$ cat src/rtl/irqc_pkg.sv
package irqc_pkg;
    localparam int ADDR_SRC  = 0;
    localparam int ADDR_MASK = 1;

    typedef enum logic [2:0] {
        ST_IDLE,
        ST_RD_SRC,
        ST_RD_MASK,
        ST_RD_NONE,
        ST_WR_MASK,
        ST_WR_IGN
    } acc_state_e;
endpackage

$ cat src/rtl/irqc_src_bank.sv
module irqc_src_bank #(
    parameter int NSRC = 8
) (
    input  logic            clk,
    input  logic            rst_n,
    input  logic [NSRC-1:0] evt,
    input  logic            clr,
    output logic [NSRC-1:0] src_q
);
    for (genvar k = 0; k < NSRC; k++) begin : g_bit
        always_ff @(posedge clk) begin
            if (!rst_n)
                src_q[k] <= 1'b0;
            else if (clr)
                src_q[k] <= evt[k];
            else
                src_q[k] <= src_q[k] | evt[k];
        end
    end
endmodule

$ cat src/rtl/irqc_mask_reg.sv
module irqc_mask_reg #(
    parameter int NSRC   = 8,
    parameter int DATA_W = 16
) (
    input  logic              clk,
    input  logic              rst_n,
    input  logic              wr,
    input  logic [DATA_W-1:0] wdata,
    output logic [NSRC-1:0]   en_q,
    output logic              gen_q
);
    localparam int GEN_BIT = DATA_W - 1;

    always_ff @(posedge clk) begin
        if (!rst_n) begin
            en_q  <= '0;
            gen_q <= 1'b0;
        end else if (wr) begin
            en_q  <= wdata[NSRC-1:0];
            gen_q <= wdata[GEN_BIT];
        end
    end
endmodule

$ cat src/rtl/irqc_port_fsm.sv
module irqc_port_fsm
    import irqc_pkg::*;
#(
    parameter int NSRC   = 8,
    parameter int DATA_W = 16,
    parameter int ADDR_W = 2
) (
    input  logic              clk,
    input  logic              rst_n,
    input  logic              acc_valid,
    input  logic              acc_write,
    input  logic [ADDR_W-1:0] acc_addr,
    input  logic [NSRC-1:0]   src_q,
    input  logic [NSRC-1:0]   en_q,
    input  logic              gen_q,
    output logic              clr_src,
    output logic              wr_mask,
    output logic              rd_valid,
    output logic [DATA_W-1:0] rd_data
);
    localparam int GEN_BIT = DATA_W - 1;

    acc_state_e        state_q, state_d;
    logic [DATA_W-1:0] hold_q, hold_d;
    logic [DATA_W-1:0] mask_word;

    always_comb begin
        mask_word              = '0;
        mask_word[NSRC-1:0]    = en_q;
        mask_word[GEN_BIT]     = gen_q;
    end

    // next-state decode from the request in this cycle
    always_comb begin
        if (!acc_valid)
            state_d = ST_IDLE;
        else if (acc_write)
            state_d = (acc_addr == ADDR_W'(ADDR_MASK)) ? ST_WR_MASK : ST_WR_IGN;
        else if (acc_addr == ADDR_W'(ADDR_SRC))
            state_d = ST_RD_SRC;
        else if (acc_addr == ADDR_W'(ADDR_MASK))
            state_d = ST_RD_MASK;
        else
            state_d = ST_RD_NONE;
    end

    always_comb begin
        hold_d = '0;
        unique case (state_d)
            ST_RD_SRC:  hold_d[NSRC-1:0] = src_q;
            ST_RD_MASK: hold_d = mask_word;
            ST_IDLE, ST_RD_NONE, ST_WR_MASK, ST_WR_IGN: hold_d = '0;
            default:    hold_d = '0;
        endcase
    end

    assign clr_src = (state_d == ST_RD_SRC);
    assign wr_mask = (state_d == ST_WR_MASK);

    always_ff @(posedge clk) begin
        if (!rst_n) begin
            state_q <= ST_IDLE;
            hold_q  <= '0;
        end else begin
            state_q <= state_d;
            hold_q  <= hold_d;
        end
    end

    always_comb begin
        rd_valid = 1'b0;
        rd_data  = '0;
        unique case (state_q)
            ST_RD_SRC, ST_RD_MASK, ST_RD_NONE: begin
                rd_valid = 1'b1;
                rd_data  = hold_q;
            end
            ST_IDLE, ST_WR_MASK, ST_WR_IGN: begin
                rd_valid = 1'b0;
                rd_data  = '0;
            end
            default: begin
                rd_valid = 1'b0;
                rd_data  = '0;
            end
        endcase
    end
endmodule

$ cat src/rtl/irq_cor_ctrl.sv
module irq_cor_ctrl #(
    parameter int NSRC   = 8,
    parameter int DATA_W = 16,
    parameter int ADDR_W = 2
) (
    input  logic              clk,
    input  logic              rst_n,
    input  logic [NSRC-1:0]   evt_i,
    input  logic              acc_valid,
    input  logic              acc_write,
    input  logic [ADDR_W-1:0] acc_addr,
    input  logic [DATA_W-1:0] acc_wdata,
    output logic              rd_valid,
    output logic [DATA_W-1:0] rd_data,
    output logic              irq
);
    logic [NSRC-1:0] src_q;
    logic [NSRC-1:0] en_q;
    logic            gen_q;
    logic            clr_src;
    logic            wr_mask;

    irqc_src_bank #(.NSRC(NSRC)) u_src (
        .clk   (clk),
        .rst_n (rst_n),
        .evt   (evt_i),
        .clr   (clr_src),
        .src_q (src_q)
    );

    irqc_mask_reg #(.NSRC(NSRC), .DATA_W(DATA_W)) u_mask (
        .clk   (clk),
        .rst_n (rst_n),
        .wr    (wr_mask),
        .wdata (acc_wdata),
        .en_q  (en_q),
        .gen_q (gen_q)
    );

    irqc_port_fsm #(.NSRC(NSRC), .DATA_W(DATA_W), .ADDR_W(ADDR_W)) u_fsm (
        .clk       (clk),
        .rst_n     (rst_n),
        .acc_valid (acc_valid),
        .acc_write (acc_write),
        .acc_addr  (acc_addr),
        .src_q     (src_q),
        .en_q      (en_q),
        .gen_q     (gen_q),
        .clr_src   (clr_src),
        .wr_mask   (wr_mask),
        .rd_valid  (rd_valid),
        .rd_data   (rd_data)
    );

    assign irq = gen_q & (|(src_q & en_q));
endmodule

$ cat config.mk
export PLATFORM = sky130hd
export DESIGN_NAME = irq_cor_ctrl
export DESIGN_NICKNAME = d
export VERILOG_FILES = /design/src/rtl/irqc_pkg.sv /design/src/rtl/irqc_src_bank.sv /design/src/rtl/irqc_mask_reg.sv /design/src/rtl/irqc_port_fsm.sv /design/src/rtl/irq_cor_ctrl.sv
export SDC_FILE = /design/constraint.sdc
export NUM_CORES = 1
export LEC_CHECK = 0
export ABC_CLOCK_PERIOD_IN_PS = 1800
export BUFFER_PORTS_ARGS = -buffer_cell sky130_fd_sc_hd__buf_4
export CORE_AREA = 4 4 79 44
export CTS_CLUSTER_SIZE = 25
export DETAILED_ROUTE_END_ITERATION = 7
export DIE_AREA = 0 0 83 48
export HOLD_SLACK_MARGIN = 0.06
export PLACE_DENSITY = 0.75
export SKIP_LAST_GASP = 1
export SLEW_MARGIN = 20
export SYNTH_ARGS = -nofsm -noshare
export SYNTH_HDL_FRONTEND = slang
export SYNTH_SLANG_ARGS = --single-unit
$ cat constraint.sdc
create_clock -name clk -period 1.8 [get_ports clk]
set_clock_uncertainty 0.05 [all_clocks]
set_input_delay 0.36 -clock clk [delete_from_list [all_inputs] [get_ports clk]]
set_output_delay 0.36 -clock clk [all_outputs]
set_load 0.05 [all_outputs]
Word-level counts from Yosys, hierarchy flattened
Index checks and enable logic that the tools add are counted.

Reduce and logical (&&, ||, !) cells: 4. Eq/ne operators: 7. Bitwise logic cells: 10. Muxes and demuxes: 16.

Operator list (number): $mux W16 (1); $pmux W8 S2 (1); $mux W1 (11); $eq A3 B2 Y1 const B (3); $mux W3 (3); $and A8 B8 Y8 (1); $or A1 B1 Y1 (8); $reduce_or A8 Y1 (1); $eq A3 B1 Y1 const B (2); $eq A3 B3 Y1 const B (1); $reduce_or A3 Y1 (1); $eq A2 B1 Y1 const B (1); $logic_not A2 Y1 (1); $reduce_and A2 Y1 (1); $and A1 B1 Y1 (1).

Logic and storage cells: 50. Output and inout bits: 18. Flip-flop bits (word level): 36. Input port bits: 30.

Longest topological paths before layout
Gate-level depths: netlist of the first run.

Word-level depth: 7. Mapped depth: 5. Mapped depth without buffers: 3.

Modules after synthesis
Synthesis of the first run repeated with hierarchy kept, for this count alone.

Cell total of the unflattened synthesis: 119. Area total of the unflattened synthesis: 1255.0 µm².

By module, submodules not included: irqc_port_fsm (area an instance 599.3 µm², instances 1, cells an instance 60); irqc_mask_reg (area an instance 337.8 µm², instances 1, cells an instance 28); irqc_src_bank (area an instance 275.3 µm², instances 1, cells an instance 25); irq_cor_ctrl (area an instance 42.5 µm², instances 1, cells an instance 6).

Worst setup path after synthesis of the first run
No wires, ideal clock.

Kind: reg2out. Start point: register u_fsm.state_q[1]. End point: output rd_data[0]. Stages on the path, launching flop included: 4. Path slack: -0.305 ns. Data required time: 1.390 ns. Path buffers: 0. Arrival time: 1.695 ns. Cells stage by stage: dfxtp_1 -> nor2_1 -> nor2_1 -> and2_1.

Word-level cells in the longest chain between the ends: 3. Elaborated cells between the ends (all ways): 5. Classes of those cells: 3 x eq/ne; 1 x mux; 1 x reduce/logical.

Ends and longest elaborated chain: from (decl) (line irqc_port_fsm.sv:23) `acc_state_e state_q, state_d;`; from (signal assigned) (line irqc_port_fsm.sv:65) `state_q <= state_d;`; $eq A3 B1 Y1 or $eq A3 B2 Y1 (tied branches) (line irqc_port_fsm.sv:73) `unique case (state_q)`; $reduce_or A3 Y1 (*) (line irqc_port_fsm.sv:73); $mux W16 (*) (line irqc_port_fsm.sv:73); to (decl) (line irq_cor_ctrl.sv:14) `output logic [DATA_W-1:0] rd_data,`.

Mark *: on every way between the ends. The rest lies on a longest branch, timed or not.

Worst setup path after layout of the first run
Start point: register u_fsm.state_q[0]. End point: output rd_data[2].

Same word-level chain as after synthesis.

==> run summary, run 1 <==
Wirelength per Cell: 12.4 microns
Total clock sinks: 29
Wire length of the first global-routing pass: 4110 microns
Core region area: 0.00284 sq mm
Maximum clock rate: 0.609 GHz
Critical hold path startpoint: acc_write
Post-synthesis cell area: 0.00126 sq mm
Number of levels in the clock H-tree: 2
Maximum Capacitance Violations: 0
Maximum buffer depth of the clock tree: 2
Cell area power density: 936 mW/mm^2
Critical path type: register to output port
Post-synth top area cell: dfxtp_1
TritonCTS clock tree: done
Critical path required time: 1.39 ns
Worst-case setup margin in the final layout: 0.157 ns
Clock-pin slew reported for the worst setup and hold paths after clock tree synthesis: 0.06 ns
Ports: 48
Time the worst path needs with I/O delays and setup: 1.64 ns
Global-route usage over all layers: 0.141
Weighted congestion reported at the end of routability-driven placement: 0.831
Number of core rows: 14
Layout overhead on the synthesized area: 28.5%
Unrepaired setup endpoints after global routing: no
Pins over their slew limit: 0
Launching instance or port of the critical path: u_fsm.state_q[0]
Die X: 83 microns
Worst hold margin: 0.263 ns
Antenna violations before repair: 0
Post-CTS sizing: 0
Half-perimeter wire length of the detailed placement result: 1970 microns
Area share of the largest cell type after synthesis: 0.462
Final design area excluding fillers: 0.00162 sq mm
Source-to-sink clock delay at the later pin of the worst-skew pair: 0.27 ns
Share of the core filled with cells: 0.569
Antenna fix cells: 0
Cell count after synthesis: 132
Chip Height: 48 microns
Instance area after placement: 0.00150 sq mm
Most common library cell in the layout ignoring fill and taps: buf_4
Yosys warns: 0
Final hold violations: 0
Total detailed-routing wirelength: 2570 microns
Final setup violation count: 0
Average via count per standard cell: 4.68
Overall die area: 0.00398 sq mm
Sum of negative setup slack: 0 ns
Status: complete, no violations
Register area share after synthesis: 0.462
DRC violation count after routing: 0
Maximum number of pins on one net before global-route repair: 30
# hold bufs at CTS: 0
Crit. End Element: output port
Count of input and output buffers: 33
Critical path launch point type: register
HP Class: primary input to register
First DRT Iteration DRCs: 54
Worst-case setup slack after placement: 0.210 ns
Initial core utilization: 0.443
Leftover overflow at the end of global routing: 0
1st-pass router iterations: 4
Flop and latch count out of synthesis: 29
Critical Path AT: 1.23 ns
Cell types with the largest area share after synthesis: dfxtp_1 46%, nor2b_1 8.0%, a22oi_1 7.2%
Leak: 0.645 nW
Number of buffers created by CTS: 5
Most frequent cells in the layout: 35 x buf_4, 29 x dfxtp_1, 19 x nand2_1
Post-CTS Setup Repair Bufs: 0
Count of different cell masters after synthesis: 25
Antenna Violating Nets Remaining: 0
Ratio of final minimum period to clock period: 0.913
Number of nets in the finished design: 196
IR Drop Worst-Case VDD: 0.523 mV
Fraction of final layout cells with drive strength greater than 1: 0.311
Via Count: 969
FF-to-FF Start: u_src.src_q[1]
Number of global-route vias before repair: 838
Clock root buffer: clkbuf_8
Average footprint of a synthesized cell: 9.53 sq um
Critical-path maximum fanout: 10
stage by stage:
step	std cells	power (mW)
floorplan	138	0.801
global placement	199	0.842
detailed placement	199	0.848
CTS	207	1.53
global route	207	1.57
finish	207	1.51
kinds of logic (layout without fill, tap and decap cells):
| logic type | after synthesis | after routing | share of synthesized area |
|---|---|---|---|
| AND/OR/NAND/NOR | 53 | 53 | 0.248 |
| other | 1 | 7 | 0.00298 |
| AO/OA/AOI/OAI | 33 | 33 | 0.205 |
| buffers and inverters | 16 | 45 | 0.0826 |
| flip-flops | 29 | 29 | 0.462 |
worst paths after layout:
| path | end | slack [ns] | cells past startpoint |
|---|---|---|---|
| setup reg to reg | u_fsm.hold_q[1] | 1.00 | 2 |
| hold / removal | u_fsm.state_q[1] | 0.26 | 2 |
| hold reg to reg | u_mask.en_q[1] | 0.44 | 2 |
| setup / recovery | rd_data[2] | 0.16 | 4 |
cell type report:
cell class / count / area, sq um
multi-input cells: 93 / 598
clock inverters: 1 / 30.0
inverters: 2 / 7.51
well taps: 40 / 50.0
flip-flops and latches: 29 / 581
clock buffers: 7 / 86.3
fillers: 253 / 1220
repair buffers: 35 / 263
cell usage after synthesis:
cell       n
a21boi_0   9
a21oi_1    1
a21oi_2    8
a22oi_1   12
a41oi_1    1
and2_1     9
and3_1     1
and4b_1    1
buf_2      2
buf_4      7
buf_6      2
clkbuf_1   3
conb_1     1
dfxtp_1   29
inv_1      2
nand2_1   19
nand4b_1   1
nor2_1     2
nor2b_1   16
nor3b_1    1
nor4b_4    1
nor4bb_1   1
o2111a_1   1
o21ai_0    1
or4b_1     1
worst max-delay path, cell delays in order, from the launching register on:
cell     delay [ns]
dfxtp_1        0.31
nor2_1         0.04
nor2_2         0.23
and2_1         0.18
buf_4          0.19
state kept, by name, indices dropped and copies added (netlist names):
signal and count:
u_fsm.hold_q 9, u_src.src_q 8, u_fsm.state_q 3, u_mask.en_q 8, u_mask.gen_q 1
routing by layer:
| layer | vias up | GRT usage | part of all wire |
|---|---|---|---|
| met1 | 425 | 0.196 | 0.51 |
| met4 | 0 | 0.0586 | 0.016 |
| met2 | 33 | 0.182 | 0.40 |
| met3 | 5 | 0.0704 | 0.071 |
| li1 | 506 | - | - |
| met5 | - | 0 | 0 |
power by group:
part | switching (mW) | leakage [nW] | internal (mW) | total (mW)
registers | 0.0175 | 0.237 | 0.664 | 0.682
logic | 0.0887 | 0.349 | 0.0637 | 0.152
clock network | 0.227 | 0.0585 | 0.450 | 0.677
No activity file was read; power rests on OpenSTA's default activity.
==> inputs of run 2 (changes only) <==
- SYNTH_HIERARCHICAL: unset -> 1
==> run summary, run 2 <==
Critical path type: register to output port (unchanged)
Yosys warns: 6 (was 0)
Most common library cell in the layout ignoring fill and taps: buf_4 (unchanged)
Most frequent cells in the layout: 35 x buf_4, 29 x dfxtp_1, 18 x nor2b_1 (was 35 x buf_4, 29 x dfxtp_1, 19 x nand2_1)
Cell area power density: 846 mW/mm^2 (was 936 mW/mm^2)
1st-pass router iterations: 4 (unchanged)
Clock-pin slew reported for the worst setup and hold paths after clock tree synthesis: 0.06 ns (about the same)
FF-to-FF Start: u_mask/en_q[5] (was u_src.src_q[1])
Maximum buffer depth of the clock tree: 2 (unchanged)
TritonCTS clock tree: done (unchanged)
First DRT Iteration DRCs: 42 (was 54)
Cell types with the largest area share after synthesis: dfxtp_1 46%, mux2i_1 14%, nor2b_1 9.0% (was dfxtp_1 46%, nor2b_1 8.0%, a22oi_1 7.2%)
Total clock sinks: 29 (unchanged)
Core region area: 0.00284 sq mm (unchanged)
Final hold violations: 0 (unchanged)
Initial core utilization: 0.442 (was 0.443)
Proportion of register bits with asynchronous set or reset after synthesis: 0 (unchanged)
Source-to-sink clock delay at the later pin of the worst-skew pair: 0.28 ns (was 0.27 ns)
Fillers: 258 (was 253)
Worst hold margin: 0.236 ns (was 0.263 ns)
Antenna Violating Nets Remaining: 0 (unchanged)
Post-synth top area cell: dfxtp_1 (unchanged)
CP Buf/Inv Count: 1 (unchanged)
Sum of negative setup slack: 0 ns (unchanged)
Worst-case setup margin in the final layout: 0.144 ns (was 0.157 ns)
Leak: 0.659 nW (was 0.645 nW)
Overall die area: 0.00398 sq mm (unchanged)
DRC violation count after routing: 0 (unchanged)
Critical hold path startpoint: evt_i[2] (was acc_write)
Average via count per standard cell: 4.49 (was 4.68)
Layout overhead on the synthesized area: 25.6% (was 28.5%)
Commonest cells in the synthesized netlist: 29 x dfxtp_1, 18 x nor2b_1, 17 x mux2i_1 (was 29 x dfxtp_1, 19 x nand2_1, 16 x nor2b_1)
Number of levels in the clock H-tree: 2 (unchanged)
Post-CTS sizing: 0 (unchanged)
Average footprint of a synthesized cell: 10.5 sq um (was 9.53 sq um)
# hold bufs at CTS: 0 (unchanged)
Die X: 83 microns (unchanged)
Maximum Capacitance Violations: 0 (unchanged)
Crit. End Element: output port (unchanged)
Ports: 48 (unchanged)
Launching instance or port of the critical path: u_fsm/state_q[2] (was u_fsm.state_q[0])
Top FF cell, synth: dfxtp_1 (unchanged)
Instance area after placement: 0.00149 sq mm (was 0.00150 sq mm)
Status: complete, no violations (unchanged)
Number of core rows: 14 (unchanged)
Antenna violations before repair: 0 (unchanged)
Length in cells of the worst reg-to-reg path: 2 (unchanged)
Share of the core filled with cells: 0.556 (was 0.569)
Maximum number of pins on one net before global-route repair: 21 (was 30)
Register bank with the most flops: u_fsm/hold_q (was u_fsm.hold_q)
HP Class: primary input to register (unchanged)
Total stage count of the critical path: 3 (was 4)
Post-CTS Setup Repair Bufs: 0 (unchanged)
Clock root buffer: clkbuf_8 (unchanged)
Unrepaired setup endpoints after global routing: no (unchanged)
Final design area excluding fillers: 0.00158 sq mm (was 0.00162 sq mm)
Fraction of final layout cells with drive strength greater than 1: 0.346 (was 0.311)
Library cell with the highest instance count after synthesis: dfxtp_1 (unchanged)
Sequence of cells on the critical path: o21ba_1 > and2_1 > buf_4 (was nor2_1 > nor2_2 > and2_1 > buf_4)
Leftover overflow at the end of global routing: 0 (unchanged)
Regs by FF count: u_fsm/hold_q (9), u_mask/en_q (8), u_src/src_q (8) (was u_fsm.hold_q (9), u_mask.en_q (8), u_src.src_q (8))
Wirelength per Cell: 13.0 microns (was 12.4 microns)
Flop and latch count out of synthesis: 29 (unchanged)
EDFF count, synth: 0 (unchanged)
Ratio of final minimum period to clock period: 0.920 (was 0.913)
Wire length of the first global-routing pass: 4100 microns (was 4110 microns)
Final setup violation count: 0 (unchanged)
Count of input and output buffers: 33 (unchanged)
Antenna fix cells: 0 (unchanged)
Critical-path maximum fanout: 10 (unchanged)
IR Drop Worst-Case VDD: 0.473 mV (was 0.523 mV)
Number of buffers created by CTS: 5 (unchanged)
Critical path launch point type: register (unchanged)
Cell type of the slowest stage on the worst timing path: o21ba_1 (was dfxtp_1)
Delay of the slowest critical-path stage: 0.32 ns (was 0.31 ns)
Worst-case setup slack after placement: 0.176 ns (was 0.210 ns)
Worst path top cell family by delay: compound AO/OA/AOI/OAI gates (was simple AND/OR/NAND/NOR gates)
Number of global-route vias before repair: 847 (was 838)
Half-perimeter wire length of the detailed placement result: 1970 microns (about the same)
Register area share after synthesis: 0.463 (was 0.462)
Critical path required time: 1.39 ns (about the same)
Number of nets in the finished design: 185 (was 196)
Cell count after synthesis: 119 (was 132)
Time the worst path needs with I/O delays and setup: 1.66 ns (was 1.64 ns)
Count of different cell masters after synthesis: 22 (was 25)
Number of cells on the worst hold path: 2 (unchanged)
Weighted congestion reported at the end of routability-driven placement: 0.753 (was 0.831)
Total detailed-routing wirelength: 2540 microns (was 2570 microns)
Global-route usage over all layers: 0.139 (was 0.141)
Max reg flops: 9 (unchanged)
Maximum clock rate: 0.604 GHz (was 0.609 GHz)
Pins over their slew limit: 0 (unchanged)
Chip Height: 48 microns (unchanged)
Post-synthesis cell area: 0.00125 sq mm (was 0.00126 sq mm)
Via Count: 880 (was 969)
Area share of the largest cell type after synthesis: 0.463 (was 0.462)
Critical Path AT: 1.25 ns (was 1.23 ns)
[run 2: cell types whose count changed in the layout (fill, tap and decap cells not counted), moves of 2 or more]
cell | previous run | this run
a22oi_1 | 12 | 4
nor2_2 | 1 | 8
nand2_1 | 19 | 2
and3_2 | 0 | 2
nor2b_1 | 16 | 18
a21oi_2 | 8 | 0
a21boi_0 | 9 | 0
mux2i_1 | 0 | 17
clkinv_2 | 0 | 2
o21a_1 | 0 | 8
[run 2: per-stage QoR]
| stage | power [mW] | cells |
|---|---|---|
| 2_1_floorplan | 0.809 | 125 |
| 3_3_place_gp | 0.849 | 188 |
| 3_5_place_dp | 0.856 | 188 |
| 4_1_cts | 1.36 | 196 |
| 5_1_grt | 1.40 | 196 |
| 6_report | 1.33 | 196 |
[run 2: cell families (layout without fill, tap and decap cells)]
kind of cell	Yosys count	count (layout)	share of synthesized area
compound gates	14	14	0.0867
buf+inv	13	44	0.0797
flops	29	29	0.463
mux	17	17	0.136
other cells	1	7	0.00299
simple gates	45	45	0.232
[run 2: routing by layer]
layer,GRT usage,vias to the layer above,share of wire
li1,-,456,-
met1,0.168,382,0.47
met2,0.218,37,0.44
met3,0.0567,5,0.081
met4,0.0782,0,0.012
met5,0,-,0
[run 2: power by group]
part	internal [mW]	total (mW)	switching (mW)
clock	0.266	0.491	0.225
sequential	0.664	0.680	0.0161
combinational	0.0712	0.162	0.0913
[run 2: final cells by class]
class / count / area (sq um) / area share
Timing Repair Buffer: 35 / 263 / 0.167
Inverter: 1 / 3.75 / 0.00238
Tap cell: 40 / 50.0 / 0.0317
Clock inverter: 2 / 10.0 / 0.00635
Multi-Input combinational cell: 83 / 597 / 0.379
Sequential cell: 29 / 581 / 0.368
Clock buffer: 6 / 72.6 / 0.0460
[run 2: path summary, 6_finish.rpt]
path | end | slack [ns]
worst min-delay path | u_src/src_q[2] | 0.24
worst max-delay path | rd_data[2] | 0.14
worst max register to register | u_fsm/hold_q[5] | 0.96
worst min register to register | u_fsm/hold_q[15] | 0.44
==> inputs of run 3 (changes only) <==
--- a/config.mk
+++ b/config.mk
@@ -14,4 +14,5 @@
 export HOLD_SLACK_MARGIN = 0.06
 export PLACE_DENSITY = 0.75
+export SKIP_CTS_REPAIR_TIMING = 1
 export SKIP_LAST_GASP = 1
 export SLEW_MARGIN = 20
==> constraint.sdc (replaced) <==
create_clock -name clk -period 1.8 [get_ports clk]
set_clock_uncertainty 0.05 [all_clocks]
set_input_delay 0.18 -clock clk [delete_from_list [all_inputs] [get_ports clk]]
set_output_delay 0.18 -clock clk [all_outputs]
set_load 0.05 [all_outputs]
==> run summary, run 3 (synthesis gave the netlist of run 2 again) <==
Clock-pin slew reported for the worst setup and hold paths after clock tree synthesis: 0.06 ns (about the same)
Cell count after placement: 188 (unchanged)
Most frequent cells in the layout: 35 x buf_4, 29 x dfxtp_1, 18 x nor2b_1 (unchanged)
Maximum number of pins on one net before global-route repair: 21 (unchanged)
Wire length of the first global-routing pass: 3870 microns (was 4100 microns)
Sum of negative setup slack: 0 ns (unchanged)
TritonCTS clock tree: done (unchanged)
Number of cells in the finished layout apart from fillers: 196 (unchanged)
Max reg flops: 9 (unchanged)
Ratio of final minimum period to clock period: 0.816 (was 0.920)
Number of levels in the clock H-tree: 2 (unchanged)
Total detailed-routing wirelength: 2480 microns (was 2540 microns)
IR Drop Worst-Case VDD: 0.405 mV (was 0.473 mV)
Part of the power in combinational logic: 0.120 (was 0.122)
Share of the core filled with cells: 0.560 (was 0.556)
Initial core utilization: 0.442 (unchanged)
Overall die area: 0.00398 sq mm (unchanged)
Global-route usage over all layers: 0.127 (was 0.139)
Source-to-sink clock delay at the later pin of the worst-skew pair: 0.27 ns (was 0.28 ns)
Share of power burned in registers: 0.501 (was 0.510)
Weighted congestion reported at the end of routability-driven placement: 0.753 (about the same)
Ports: 48 (unchanged)
Worst-case setup margin in the final layout: 0.331 ns (was 0.144 ns)
Regs by FF count: u_fsm/hold_q (9), u_mask/en_q (8), u_src/src_q (8) (unchanged)
Total clock sinks: 29 (unchanged)
Worst-case setup slack after placement: 0.356 ns (was 0.176 ns)
Fillers: 254 (was 258)
Maximum Capacitance Violations: 0 (unchanged)
Leftover overflow at the end of global routing: 0 (unchanged)
Via Count: 868 (was 880)
Clock root buffer: clkbuf_8 (unchanged)
CP Buf/Inv Count: 1 (unchanged)
HP Class: primary input to register (unchanged)
Die X: 83 microns (unchanged)
Time the worst path needs with I/O delays and setup: 1.47 ns (was 1.66 ns)
1st-pass router iterations: 4 (unchanged)
Worst path top cell family by delay: compound AO/OA/AOI/OAI gates (unchanged)
Switching part of the total: 0.235 (was 0.249)
Number of nets in the finished design: 186 (was 185)
Net Sw Power: 0.320 mW (was 0.332 mW)
Count of input and output buffers: 33 (unchanged)
Critical path required time: 1.57 ns (was 1.39 ns)
Final hold violations: 0 (unchanged)
Worst hold margin: 0.0621 ns (was 0.236 ns)
Average via count per standard cell: 4.43 (was 4.49)
Critical path type: register to output port (unchanged)
Chip Height: 48 microns (unchanged)
Cell type of the slowest stage on the worst timing path: o21ba_1 (unchanged)
Relative contribution of the clock network to total power: 0.379 (was 0.368)
Final setup violation count: 0 (unchanged)
Half-perimeter wire length of the detailed placement result: 1880 microns (was 1970 microns)
Pins over their slew limit: 0 (unchanged)
Register bank with the most flops: u_fsm/hold_q (unchanged)
Delay of the slowest critical-path stage: 0.32 ns (about the same)
Number of buffers created by CTS: 5 (unchanged)
Maximum clock rate: 0.681 GHz (was 0.604 GHz)
Maximum buffer depth of the clock tree: 2 (unchanged)
Antenna violations before repair: 0 (unchanged)
Number of core rows: 14 (unchanged)
Critical Path AT: 1.24 ns (was 1.25 ns)
Sequence of cells on the critical path: o21ba_1 > and2_1 > buf_4 (unchanged)
Antenna Violating Nets Remaining: 0 (unchanged)
Wirelength per Cell: 12.7 microns (was 13.0 microns)
Internal power component: 1.04 mW (was 1.00 mW)
Cell area power density: 854 mW/mm^2 (was 846 mW/mm^2)
Status: complete, no violations (unchanged)
Critical-path maximum fanout: 10 (unchanged)
Leak: 0.663 nW (was 0.659 nW)
Critical path launch point type: register (unchanged)
Layout overhead on the synthesized area: 26.7% (was 25.6%)
Fraction of final layout cells with drive strength greater than 1: 0.340 (was 0.346)
DRC violation count after routing: 0 (unchanged)
Number of global-route vias before repair: 845 (was 847)
Core region area: 0.00284 sq mm (unchanged)
Most common library cell in the layout ignoring fill and taps: buf_4 (unchanged)
Crit. End Element: output port (unchanged)
Antenna fix cells: 0 (unchanged)
Unrepaired setup endpoints after global routing: no (unchanged)
First DRT Iteration DRCs: 39 (was 42)
## run 3: stage by stage
stage	area (sq um)	power [mW]
2_1_floorplan	1280	0.809
3_3_place_gp	1490	0.849
3_5_place_dp	1490	0.855
4_1_cts	1580	1.37
5_1_grt	1590	1.41
6_report	1590	1.36
## run 3: path summary, 6_finish.rpt
kind / from / end / slack [ns] / cells past startpoint
hold / removal: evt_i[0] / u_src/src_q[0] / 0.06 / 2
setup / recovery: u_fsm/state_q[2] / rd_data[0] / 0.33 / 3
setup reg to reg: u_mask/en_q[5] / u_fsm/hold_q[5] / 0.97 / 2
hold reg to reg: u_mask/gen_q / u_fsm/hold_q[15] / 0.44 / 2
## run 3: power by group through the flow
stage	Combinational (mW)	Clock (mW)	Sequential (mW)
detailed placement	0.161	0	0.694
CTS	0.162	0.526	0.680
finish	0.163	0.515	0.681
global route	0.177	0.550	0.683
floorplan	0.122	0	0.687
global placement	0.158	0	0.692
## run 3: routing by layer
| layer | part of all wire | global-route usage | wire length (microns) |
|---|---|---|---|
| met1 | 0.48 | 0.160 | 1180 |
| met5 | 0 | 0 | 0 |
| met3 | 0.084 | 0.0584 | 208 |
| met2 | 0.43 | 0.194 | 1060 |
| met4 | 0.010 | 0.0489 | 25 |
## run 3: layout make-up
| type | count | area, sq um | share of cell area |
|---|---|---|---|
| clock buffer | 7 | 86.3 | 0.0543 |
| sequential | 29 | 581 | 0.365 |
| tap | 40 | 50.0 | 0.0315 |
| multi-input combinational | 83 | 597 | 0.375 |
| timing repair buffer | 36 | 273 | 0.172 |
| inverter | 1 | 3.75 | 0.00236 |
